==> src/rtl/baud_probe_pkg.sv <==
package baud_probe_pkg;

    localparam int DIV_OFFSET = 4;
    localparam int DIV_SHIFT  = 3;

    typedef enum logic [2:0] {
        ST_IDLE,
        ST_BREAK,
        ST_SETTLE,
        ST_RISE,
        ST_FALL,
        ST_CONFIRM
    } bp_state_e;

    typedef struct packed {
        logic level;
        logic rise;
        logic fall;
    } bp_line_t;

    function automatic logic [31:0] bp_divisor(input logic [31:0] w);
        if (w < 32'(DIV_OFFSET))
            return 32'd0;
        return (w - 32'(DIV_OFFSET)) >> DIV_SHIFT;
    endfunction

endpackage

==> src/rtl/baud_probe_filter.sv <==
module baud_probe_filter
    import baud_probe_pkg::*;
#(
    parameter int FILT_LEN = 4
) (
    input  logic     clk,
    input  logic     rst,
    input  logic     line_i,
    output bp_line_t ev_o
);
    logic                sync1_q, sync2_q;
    logic [FILT_LEN-1:0] hist_q;
    logic                level_q, level_d_q;

    always_ff @(posedge clk) begin
        if (rst) begin
            sync1_q   <= 1'b1;
            sync2_q   <= 1'b1;
            hist_q    <= '1;
            level_q   <= 1'b1;
            level_d_q <= 1'b1;
        end else begin
            sync1_q   <= line_i;
            sync2_q   <= sync1_q;
            hist_q    <= {hist_q[FILT_LEN-2:0], sync2_q};
            level_d_q <= level_q;
            if (&hist_q)
                level_q <= 1'b1;
            else if (~|hist_q)
                level_q <= 1'b0;
        end
    end

    assign ev_o.level = level_q;
    assign ev_o.rise  = level_q & ~level_d_q;
    assign ev_o.fall  = ~level_q & level_d_q;

endmodule

==> src/rtl/baud_probe_timer.sv <==
module baud_probe_timer #(
    parameter int CNT_W = 16
) (
    input  logic             clk,
    input  logic             rst,
    input  logic             clr_i,
    output logic [CNT_W-1:0] cnt_o,
    output logic             ovf_o
);
    always_ff @(posedge clk) begin
        if (rst || clr_i) begin
            cnt_o <= '0;
            ovf_o <= 1'b0;
        end else begin
            cnt_o <= cnt_o + 1'b1;
            if (&cnt_o)
                ovf_o <= 1'b1;
        end
    end
endmodule

==> src/rtl/baud_probe_ctrl.sv <==
module baud_probe_ctrl
    import baud_probe_pkg::*;
#(
    parameter int CNT_W        = 16,
    parameter int BREAK_CYCLES = 3000
) (
    input  logic             clk,
    input  logic             rst,
    input  logic             start_i,
    input  bp_line_t         ev_i,
    input  logic [CNT_W-1:0] cnt_i,
    input  logic             ovf_i,
    output logic             clr_o,
    output logic             brk_o,
    output logic [CNT_W-1:0] width_o,
    output logic [CNT_W-1:0] div_o,
    output logic             done_o,
    output logic             err_o
);
    localparam int            BC_W    = $clog2(BREAK_CYCLES + 1);
    localparam logic [BC_W-1:0] BC_LAST = BC_W'(BREAK_CYCLES - 1);

    bp_state_e        state_q;
    logic [BC_W-1:0]  bcnt_q;
    logic [CNT_W-1:0] cap_q;
    logic [CNT_W-1:0] span;

    assign span  = cnt_i - cap_q;
    assign clr_o = (state_q == ST_SETTLE) && ev_i.level;
    assign brk_o = (state_q == ST_BREAK) || (state_q == ST_CONFIRM);

    always_ff @(posedge clk) begin
        if (rst) begin
            state_q <= ST_IDLE;
            bcnt_q  <= '0;
            cap_q   <= '0;
            width_o <= '0;
            div_o   <= '0;
            done_o  <= 1'b0;
            err_o   <= 1'b0;
        end else begin
            done_o <= 1'b0;
            case (state_q)
                ST_IDLE: begin
                    if (start_i) begin
                        state_q <= ST_BREAK;
                        bcnt_q  <= '0;
                        width_o <= '0;
                        div_o   <= '0;
                        err_o   <= 1'b0;
                    end
                end
                ST_BREAK: begin
                    if (bcnt_q == BC_LAST) begin
                        state_q <= ST_SETTLE;
                        bcnt_q  <= '0;
                    end else begin
                        bcnt_q <= bcnt_q + 1'b1;
                    end
                end
                ST_SETTLE: begin
                    if (ev_i.level)
                        state_q <= ST_RISE;
                end
                ST_RISE, ST_FALL: begin
                    if (ovf_i) begin
                        state_q <= ST_IDLE;
                        done_o  <= 1'b1;
                        err_o   <= 1'b1;
                        width_o <= '0;
                        div_o   <= '0;
                    end else if (state_q == ST_RISE && ev_i.rise) begin
                        cap_q   <= cnt_i;
                        state_q <= ST_FALL;
                    end else if (state_q == ST_FALL && ev_i.fall) begin
                        width_o <= span;
                        div_o   <= CNT_W'(bp_divisor(32'(span)));
                        bcnt_q  <= '0;
                        state_q <= ST_CONFIRM;
                    end
                end
                ST_CONFIRM: begin
                    if (bcnt_q == BC_LAST) begin
                        state_q <= ST_IDLE;
                        bcnt_q  <= '0;
                        done_o  <= 1'b1;
                    end else begin
                        bcnt_q <= bcnt_q + 1'b1;
                    end
                end
                default: state_q <= ST_IDLE;
            endcase
        end
    end
endmodule

==> src/rtl/baud_probe.sv <==
module baud_probe
    import baud_probe_pkg::*;
#(
    parameter int CNT_W        = 16,
    parameter int BREAK_CYCLES = 3000,
    parameter int FILT_LEN     = 4
) (
    input  logic             clk,
    input  logic             rst,
    input  logic             start_i,
    input  logic             line_i,
    output logic             brk_o,
    output logic [CNT_W-1:0] width_o,
    output logic [CNT_W-1:0] div_o,
    output logic             done_o,
    output logic             err_o
);
    bp_line_t         ev;
    logic [CNT_W-1:0] cnt;
    logic             ovf;
    logic             clr;

    baud_probe_filter #(.FILT_LEN(FILT_LEN)) filt_i (
        .clk    (clk),
        .rst    (rst),
        .line_i (line_i),
        .ev_o   (ev)
    );

    baud_probe_timer #(.CNT_W(CNT_W)) tmr_i (
        .clk   (clk),
        .rst   (rst),
        .clr_i (clr),
        .cnt_o (cnt),
        .ovf_o (ovf)
    );

    baud_probe_ctrl #(.CNT_W(CNT_W), .BREAK_CYCLES(BREAK_CYCLES)) ctrl_i (
        .clk     (clk),
        .rst     (rst),
        .start_i (start_i),
        .ev_i    (ev),
        .cnt_i   (cnt),
        .ovf_i   (ovf),
        .clr_o   (clr),
        .brk_o   (brk_o),
        .width_o (width_o),
        .div_o   (div_o),
        .done_o  (done_o),
        .err_o   (err_o)
    );
endmodule

==> config.mk <==
export PLATFORM = sky130hd
export DESIGN_NAME = baud_probe
export DESIGN_NICKNAME = d
export VERILOG_FILES = /design/src/rtl/baud_probe_pkg.sv /design/src/rtl/baud_probe_filter.sv /design/src/rtl/baud_probe_timer.sv /design/src/rtl/baud_probe_ctrl.sv /design/src/rtl/baud_probe.sv
export SDC_FILE = /design/constraint.sdc
export NUM_CORES = 1
export LEC_CHECK = 0
export CORE_ASPECT_RATIO = 1.4
export CORE_UTILIZATION = 35
export DETAILED_ROUTE_END_ITERATION = 10
export DONT_BUFFER_PORTS = 1
export GPL_TIMING_DRIVEN = 0
export HOLD_SLACK_MARGIN = 0.02
export PLACE_DENSITY = 0.5
export SLEW_MARGIN = 30
export SYNTH_ARGS = -nofsm -noshare
export SYNTH_HDL_FRONTEND = slang
export SYNTH_SLANG_ARGS = --single-unit
==> constraint.sdc <==
create_clock -name clk -period 3.41 [get_ports clk]
set_input_delay 0.5115 -clock clk [delete_from_list [all_inputs] [get_ports clk]]
set_output_delay 0.5115 -clock clk [all_outputs]
set_load 0.005 [all_outputs]
# == Word-level counts from Yosys, hierarchy flattened ==
# Index checks and enable logic that the tools add are counted.
# classes
n_bitwise,5
n_addsub,4
order_cmp,1
muxes,37
n_eq_ne,17
reduce_logical,19
# ops
cell,n
$mux W16,9
$pmux W16 S2,2
$mux W12,5
$pmux W12 S3,1
$mux W3,7
$sub A16 B3 Y17 const B,1
$add A16 B1 Y16 const B,1
$lt A16 B3 Y1 const B,1
$reduce_and A16 Y1,1
$sub A16 B16 Y16,1
$pmux W3 S5,1
$ne A2 B2 Y1 const B,7
$add A12 B1 Y12 const B,1
$eq A12 B12 Y1 const B,1
$mux W1,10
$reduce_and A5 Y1,2
$reduce_and A4 Y1,2
$eq A3 B2 Y1 const B,2
$eq A3 B3 Y1 const B,2
$reduce_and A3 Y1,2
$reduce_or A2 Y1,3
$ne A4 B2 Y1 const B,1
$pmux W1 S2,2
$reduce_or A4 Y1,1
11 further kinds,17
# word_totals
ff_bits,90
in_bits,4
wordCells,97
out_inout_bits,35

# == Longest topological paths before layout ==
# Gate-level depths: netlist of run 1.
# logic_depth
ltp_word,13
ltp_mapped,13
ltp_nobuf,13

# == Modules after synthesis ==
# Synthesis of run 1 repeated with hierarchy kept, for this count alone.
# hier_totals
cells_unflattened,574
area_unflattened_um2,4647.0
# by_module_without_submodules
mod,cells_each,area_each_um2,seq_area_each_um2,n_inst
baud_probe_ctrl,468,3647.2,1261.2,1
baud_probe_timer,85,747.0,340.3,1
baud_probe_filter,21,252.7,160.2,1

# == Worst setup path before layout of run 1 ==
# No wires, ideal clock.
# synth_timing
path_type,register -> register
start,reg tmr_i.cnt_o[0]
end,reg ctrl_i.div_o[4]
setup_ns,0.117
period_less_slack_ns,2.959
slack_ns,0.451
t_required_ns,3.293
path_stages_with_launch,14
n_path_buf,1
arrival_time_ns,2.842
cell_sequence,dfxtp_1 -> inv_1 -> ha_1 -> inv_1 -> fa_1 -> a21o_1 -> a221oi_4 -> o22ai_1 -> mux2_4 -> nor4_2 -> nand2_2 -> o311ai_2 -> buf_6 -> o21ai_2
# synth_via
elab_chain_len,13
elab_cells_between_ends,14
cone_classes,add/sub (2); order compare (1); mux (11)
# synth_rtl
item,line,rtl
"start, declared",baud_probe_timer.sv:7,"output logic [CNT_W-1:0] cnt_o,"
"start signal, assigned",baud_probe_timer.sv:15,cnt_o <= cnt_o + 1'b1;
$sub A16 B16 Y16 *,baud_probe_ctrl.sv:28,assign span = cnt_i - cap_q;
$lt A16 B3 Y1,baud_probe_pkg.sv:22,if (w < 32'(DIV_OFFSET))
$mux W1,baud_probe_pkg.sv:22,
$mux W1,baud_probe_ctrl.sv:75,end else if (state_q == ST_FALL && ev_i.fall) begin
$mux W1,baud_probe_ctrl.sv:72,end else if (state_q == ST_RISE && ev_i.rise) begin
$mux W1,baud_probe_ctrl.sv:66,if (ovf_i) begin
$mux W1,baud_probe_ctrl.sv:43,case (state_q)
$mux W1,baud_probe_ctrl.sv:33,if (rst) begin
$mux W16 *,baud_probe_pkg.sv:24,return (w - 32'(DIV_OFFSET)) >> DIV_SHIFT;
$mux W16 *,baud_probe_ctrl.sv:75,
$mux W16 *,baud_probe_ctrl.sv:72,
$mux W16 *,baud_probe_ctrl.sv:66,
$pmux W16 S2 *,baud_probe_ctrl.sv:43,
"end signal, assigned",baud_probe_ctrl.sv:77,div_o <= CNT_W'(bp_divisor(32'(span)));
"end, declared",baud_probe_ctrl.sv:16,"output logic [CNT_W-1:0] div_o,"
# Every way passes the cells marked *; elsewhere a longest branch is shown, timed or not. The select of a mux whose other input is x is not followed.
# A chain may end at the register's enable or synchronous reset.

# == Worst setup path after layout of run 1 ==
# layout_timing
start,reg tmr_i.cnt_o[0]
end,reg ctrl_i.div_o[2]
# The elaborated chain is that of the path after synthesis.

==> impl_metrics.json, run 1 <==
{
  "fmax_mhz": 311,
  "avgSynthCellArea_um2": 8.18,
  "cp.required_ps": 3640,
  "yosysSeqAreaShare_pct": 37.6,
  "critical_path.startpoint_type": "register",
  "core_area_um2": 12900,
  "gp_congestion": 0.829,
  "area_growth_pct": 13.3,
  "start_util_pct": 36.3,
  "skew_ps": 8.05,
  "clk_pin_slew_ps": 70,
  "grt_pass1_wl_mm": 19.0,
  "yosys_warnings": 0,
  "ys.flop_type": "dfxtp_1",
  "finalMaxSlewViolations": 0,
  "syn_area_um2": 4690,
  "finalCritPeriodShare_pct": 94.2,
  "grt_max_degree": 17,
  "drt-pass1-iter-count": 4,
  "drv_cap": 0,
  "drcViolationCount": 0,
  "ys_ff_latch": 88,
  "async_flop_share_pct": 0,
  "ir_drop_v": 0.000261,
  "status": "completed",
  "tightest_slew_ps": 803,
  "vias": 3895,
  "synth-edff-count": 0,
  "clk_path_buf_depth": 2,
  "rsz0062_at_grt": "no",
  "finalHoldViolations": 0,
  "final_nets": 609,
  "relSlewSlack_pct": 46.2,
  "clk_latency_ps": 350,
  "cp-end-kind": "register",
  "min_period_ps": 3210,
  "syn_inst": 573,
  "crit_fanout": 6,
  "cts_buffers": 9,
  "chipHeight_um": 139,
  "grt_use_total_pct": 17.2,
  "power_w": 0.00338,
  "antennaDiodeCount": 0,
  "p_leak_nw": 1.95,
  "cpPeakStageDelay_ps": 390,
  "powerDensity_nw_per_um2": 636,
  "ios": 39,
  "fill_cells": 1319,
  "overflow": 0,
  "cts_tree": "done",
  "drive_gt1_share_pct": 12.0,
  "rows": 49,
  "worst_hold_slack_ps": 267,
  "portBuffers": 0,
  "synth_fp_nets": 596,
  "hold_buffers": 0,
  "finalSetupTns_ps": 0,
  "hpwlAfterDp_mm": 8.63,
  "detail-route-antenna-nets": 0,
  "synth.distinct_cells": 63,
  "hold_class": "input port to register",
  "fp.dieW_um": 99.8,
  "routedWlPerCell_um": 14.9,
  "drt_iter0_drc": 150,
  "routed_wl_mm": 11.4,
  "path_cells": "inv_1, ha_1, inv_1, fa_1, a21o_1, a221oi_4, o21ai_2, xor2_1, nor4_4, nand2_2, o311ai_4, buf_6, o21ai_2",
  "cts_root_buffer": "clkbuf_16",
  "multi_input_area_um2": 2740,
  "fin_ws_ps": 199,
  "seqCellArea_um2": 1760,
  "slowest_stage": "fa_1",
  "htree_levels": 3,
  "grt_pass1_vias": 3824,
  "via_per_inst": 5.07,
  "utilization_pct": 41.1,
  "antenna_found_initial": 0,
  "dieArea_um2": 13900,
  "arrival_ps": 3450,
  "cts.sinks": 88,
  "path_class": "register to register",
  "setup_viol": 0,
  "dp_slack_ps": 88.7
}
==> per-stage QoR <==
stage / cells / instance area (µm²)
2_1_floorplan: 573 / 4690
3_3_place_gp: 751 / 4910
3_5_place_dp: 751 / 4920
4_1_cts: 767 / 5230
5_1_grt: 769 / 5320
6_report: 769 / 5320
==> synth_stat cells (2+ instances only) <==
library cell  number  area [µm²]
a22oi_1           10        75.1
a211oi_2           2        25.0
and3_1             8        50.1
o2111ai_1          2        17.5
o31ai_1            2        15.0
a21boi_0           2        15.0
nand3b_1           2        15.0
a21oi_1           46         230
a31oi_1            3        18.8
nand2_2            2        12.5
o21ai_2           11        96.3
a211oi_1           7        52.6
o211ai_1           4        30.0
o22ai_1            2        12.5
buf_4              3        22.5
o211a_1            3        30.0
nor2_1            66         248
and2_1             2        12.5
clkbuf_1          19        71.3
o311ai_0           2        17.5
ha_1              18         225
buf_2              3        15.0
nor3_1            17        85.1
inv_1             29         109
nand2b_1           2        12.5
or3_1              6        37.5
o21a_1             3        22.5
xnor2_1           23         201
nand3_1           11        55.1
a21o_1             8        60.1
a221o_1            2        20.0
dfxtp_1           88        1760
or2_2             10        62.6
nand4_1            8        50.1
o21ai_0           15        75.1
xor2_1            20         175
nor2b_1            6        37.5
buf_6              4        45.0
nand2_1           78         293
==> power breakdown <==
part / leakage, nW / switching [W] / internal [W] / total, W
registers: 0.711 / 0.0000451 / 0.00107 / 0.00111
logic: 1.09 / 0.000753 / 0.000466 / 0.00122
clock network: 0.151 / 0.000448 / 0.000599 / 0.00105
==> final timing paths <==
| path | start | end | depth (start not counted) | slack (ps) |
|---|---|---|---|---|
| setup / recovery | tmr_i.cnt_o[0]$_SDFF_PP0_ | ctrl_i.div_o[2]$_SDFFE_PP0P_ | 13 | 200 |
| hold / removal | line_i | filt_i.sync1_q$_SDFF_PP1_ | 1 | 270 |
| setup reg to reg | tmr_i.cnt_o[0]$_SDFF_PP0_ | ctrl_i.div_o[2]$_SDFFE_PP0P_ | 13 | 200 |
| hold reg to reg | filt_i.sync1_q$_SDFF_PP1_ | filt_i.sync2_q$_SDFF_PP1_ | 1 | 420 |
==> layer usage <==
layer	wire, µm	track usage (%)
met5	0	0
met4	221	6.42
met3	285	3.68
met2	5920	30.4
met1	4990	20.1
==> state kept, by name, indices dropped and copies added, names as in the netlist <==
register and count:
ctrl_i.done_o 1, filt_i.hist_q 4, filt_i.level_d_q 1, filt_i.sync2_q 1, filt_i.level_q 1, ctrl_i.width_o 16
ctrl_i.cap_q 16, tmr_i.cnt_o 16, filt_i.sync1_q 1, ctrl_i.div_o 14, ctrl_i.state_q 3, ctrl_i.bcnt_q 12
tmr_i.ovf_o 1, ctrl_i.err_o 1
==> worst max-delay path, delay by kind of cell, from the launching register on <==
family	cells	cell delay [ps]
xor+xnor	1	250
buf+inv	3	330
fa+ha+maj	2	560
compound gates	5	1100
simple gates	2	480
flops	1	370
==> logic make-up (layout without fill, tap and decap cells) <==
kind of cell    count (synthesis)  count (layout)  share of synthesized area [%]
simple gates                  227             227                           22.7
compound gates                136             136                           20.4
flops                          88              88                           37.6
buf+inv                        58              76                           5.60
xor+xnor                       43              43                           8.03
fa+ha+maj                      19              19                           5.23
mux                             2               2                          0.534
==> layout by cell type (no fill, tap or decap), drive strengths merged, types with 2 or more instances in the layout <==
master and n:
a221o 2, ha 18, nand2 80, and2 2, nor2b 6, o311ai 4
nand3b 2, a21boi 2, xnor2 23, o31ai 2, and3 9, nand4 8
clkinv 2, or3 6, nand3 11, or2 10, a31oi 3, clkbuf 29
inv 31, o2111ai 2, o211ai 4, a21oi 47, nand2b 2, o21a 3
o22ai 2, nor2 66, a211oi 9, xor2 20, a22oi 10, nor4 2
nor3 18, o211a 3, a21o 8, o21ai 26, buf 12, dfxtp 88
==> layout make-up <==
type,count,share of cell area [%]
plain buffers,29,2.90
clock buffers,10,4.50
clock inverters,6,1.41
inverters,29,2.05
multi-input cells,427,51.5
flip-flops and latches,88,33.1
well taps,178,4.19
repair buffers,2,0.353
==> repair_timing <==
item,4_1_cts,5_1_grt
resized for setup,0,13
endpoints found under the setup margin,0,13
buffers inserted,0,1
Note: power is estimated with default switching activity, not from simulation.
==> inputs of run 2 (changes only) <==
--- a/config.mk
+++ b/config.mk
@@ -6,12 +6,12 @@
 export NUM_CORES = 1
 export LEC_CHECK = 0
 export CORE_ASPECT_RATIO = 1.4
-export CORE_UTILIZATION = 35
+export CORE_UTILIZATION = 56
 export DETAILED_ROUTE_END_ITERATION = 10
 export DONT_BUFFER_PORTS = 1
 export GPL_TIMING_DRIVEN = 0
 export HOLD_SLACK_MARGIN = 0.02
-export PLACE_DENSITY = 0.5
+export PLACE_DENSITY = 0.72
 export SLEW_MARGIN = 30
 export SYNTH_ARGS = -nofsm -noshare
 export SYNTH_HDL_FRONTEND = slang
==> impl_metrics.json, run 2 (same netlist as run 1, synthesis figures left out) <==
{
  "status": "completed",
  "tightest_slew_ps": 754,
  "finalCritPeriodShare_pct": 93.4,
  "top_regs": "ctrl_i.cap_q x16, ctrl_i.width_o x16, tmr_i.cnt_o x16",
  "stdcell_area_um2": 5170,
  "routedWlPerCell_um": 14.6,
  "drcViolationCount": 0,
  "start_util_pct": 57.5,
  "power_switching_w": 0.00115,
  "powerDensity_nw_per_um2": 644,
  "finalMaxSlewViolations": 0,
  "cts_tree": "done",
  "arrival_ps": 3420,
  "ios": 39,
  "hold_buffers": 0,
  "finalHoldViolations": 0,
  "routed_wl_mm": 10.1,
  "cpMostUsedCell": "inv_1",
  "cpPeakStageDelay_ps": 390,
  "drt_iter0_drc": 264,
  "path_buf_inv": 3,
  "grt_pass1_vias": 3662,
  "chipHeight_um": 110,
  "drive_gt1_share_pct": 10.7,
  "relSlewSlack_pct": 49.4,
  "hpwlAfterDp_mm": 7.60,
  "clk_latency_ps": 350,
  "cts_root_buffer": "clkbuf_16",
  "cts.sinks": 88,
  "swShare_pct": 34.5,
  "power_w": 0.00333,
  "p_leak_nw": 1.92,
  "p_comb_share_pct": 35.3,
  "portBuffers": 0,
  "fin_ws_ps": 224,
  "dieArea_um2": 8750,
  "vias": 3938,
  "clk_path_buf_depth": 2,
  "gp_congestion": 0.851,
  "core_area_um2": 8150,
  "final_nets": 608,
  "fmax_mhz": 314,
  "htree_levels": 3,
  "place_area_um2": 4820,
  "hold_class": "input port to register",
  "min_period_ps": 3190,
  "dp_slack_ps": 142,
  "setup_viol": 0,
  "overflow": 0,
  "drv_cap": 0,
  "antennaDiodeCount": 0,
  "cp-end-kind": "register",
  "grt_pass1_wl_mm": 16.8,
  "critical_path.startpoint_type": "register",
  "drt-pass1-iter-count": 4,
  "rsz0062_at_grt": "yes",
  "via_per_inst": 5.71,
  "grt_use_total_pct": 24.6,
  "path_class": "register to register",
  "cts_buffers": 9,
  "crit_family": "compound AO/OA/AOI/OAI gates",
  "detail-route-antenna-nets": 0,
  "cp.required_ps": 3640,
  "grt_max_degree": 14,
  "area_growth_pct": 10.2,
  "skew_ps": 6.89,
  "worst_hold_slack_ps": 271,
  "slowest_stage": "fa_1",
  "antenna_found_initial": 0,
  "mostFrequentLayoutCells": "dfxtp_1, nand2_1, nor2_1, a21oi_1, inv_1",
  "p_int_w": 0.00218,
  "rows": 39,
  "path_cells": "inv_1, ha_1, inv_1, fa_1, a21o_1, a221oi_4, o22ai_1, mux2_4, nor4_4, nand2_2, o311ai_2, buf_6, o21ai_2",
  "p_clk_share_pct": 31.1,
  "crit_fanout": 10,
  "fp.dieW_um": 79.3,
  "clk_pin_slew_ps": 60,
  "layout_commonest_cell": "dfxtp_1",
  "ir_drop_v": 0.000476,
  "seq_power_share_pct": 33.5
}
## run 2: cell types whose count changed in the layout (fill, tap and decap cells not counted), sizes merged
cell,delta
buf,-1
bufinv,+1
clkbuf,+1
clkinv,-2
inv,-2
## run 2: metrics by stage
| stage | utilization (%) | instances | TNS (ps) |
|---|---|---|---|
| 4_1_cts | 63.0 | 689 | 0 |
| 5_1_grt | 63.4 | 690 | -2.89 |
| 6_report | 63.4 | 690 | 0 |
| 3_5_place_dp | 59.2 | 675 | 0 |
| 2_1_floorplan | - | 573 | 0 |
| 3_3_place_gp | 59.1 | 675 | 0 |
## run 2: power groups by stage
stage               Sequential (W)  Clock [W]  Combinational, W
finish                     0.00112    0.00104           0.00118
global route               0.00112    0.00109           0.00131
CTS                        0.00112    0.00105           0.00115
detailed placement         0.00114          0           0.00114
global placement           0.00114          0           0.00111
floorplan                  0.00112          0          0.000935
## run 2: final cells by class
type	instances	area, µm²
Fill cell	683	2980
Multi-Input combinational cell	427	2700
Sequential cell	88	1760
Clock buffer	11	243
Buffer	29	154
Tap cell	102	128
Inverter	29	109
Clock inverter	3	67.6
Timing Repair Buffer	1	7.51
## run 2: worst paths after layout
path / startpoint / to / slack (ps) / depth (start not counted)
min reg2reg: filt_i.sync2_q$_SDFF_PP1_ / filt_i.hist_q[0]$_SDFF_PP1_ / 410 / 1
max reg2reg: tmr_i.cnt_o[0]$_SDFF_PP0_ / ctrl_i.div_o[4]$_SDFFE_PP0P_ / 220 / 13
min: line_i / filt_i.sync1_q$_SDFF_PP1_ / 270 / 1
max: tmr_i.cnt_o[0]$_SDFF_PP0_ / ctrl_i.div_o[4]$_SDFFE_PP0P_ / 220 / 13
## run 2: worst reg2reg max path: cells and delay by family (launching register included)
kind	cells	cell delay [ps]
AOI/OAI and AO/OA	5	1140
adders and majority gates	2	550
buffers and inverters	3	350
DFF	1	360
muxes	1	370
and+or+nand+nor	2	330
## run 2: what timing repair did
action                                  4_1_cts  5_1_grt
resized for setup                             0        4
endpoints found under the setup margin        0       11
setup buffers                                 0        1
## run 2: metal layers
metal / up-vias / global-route usage [%] / routed length, µm
met4: 0 / 12.5 / 271
met2: 89 / 43.2 / 5100
met1: 1822 / 28.6 / 4310
met5: - / 0 / 0
li1: 2004 / - / -
met3: 23 / 4.20 / 406
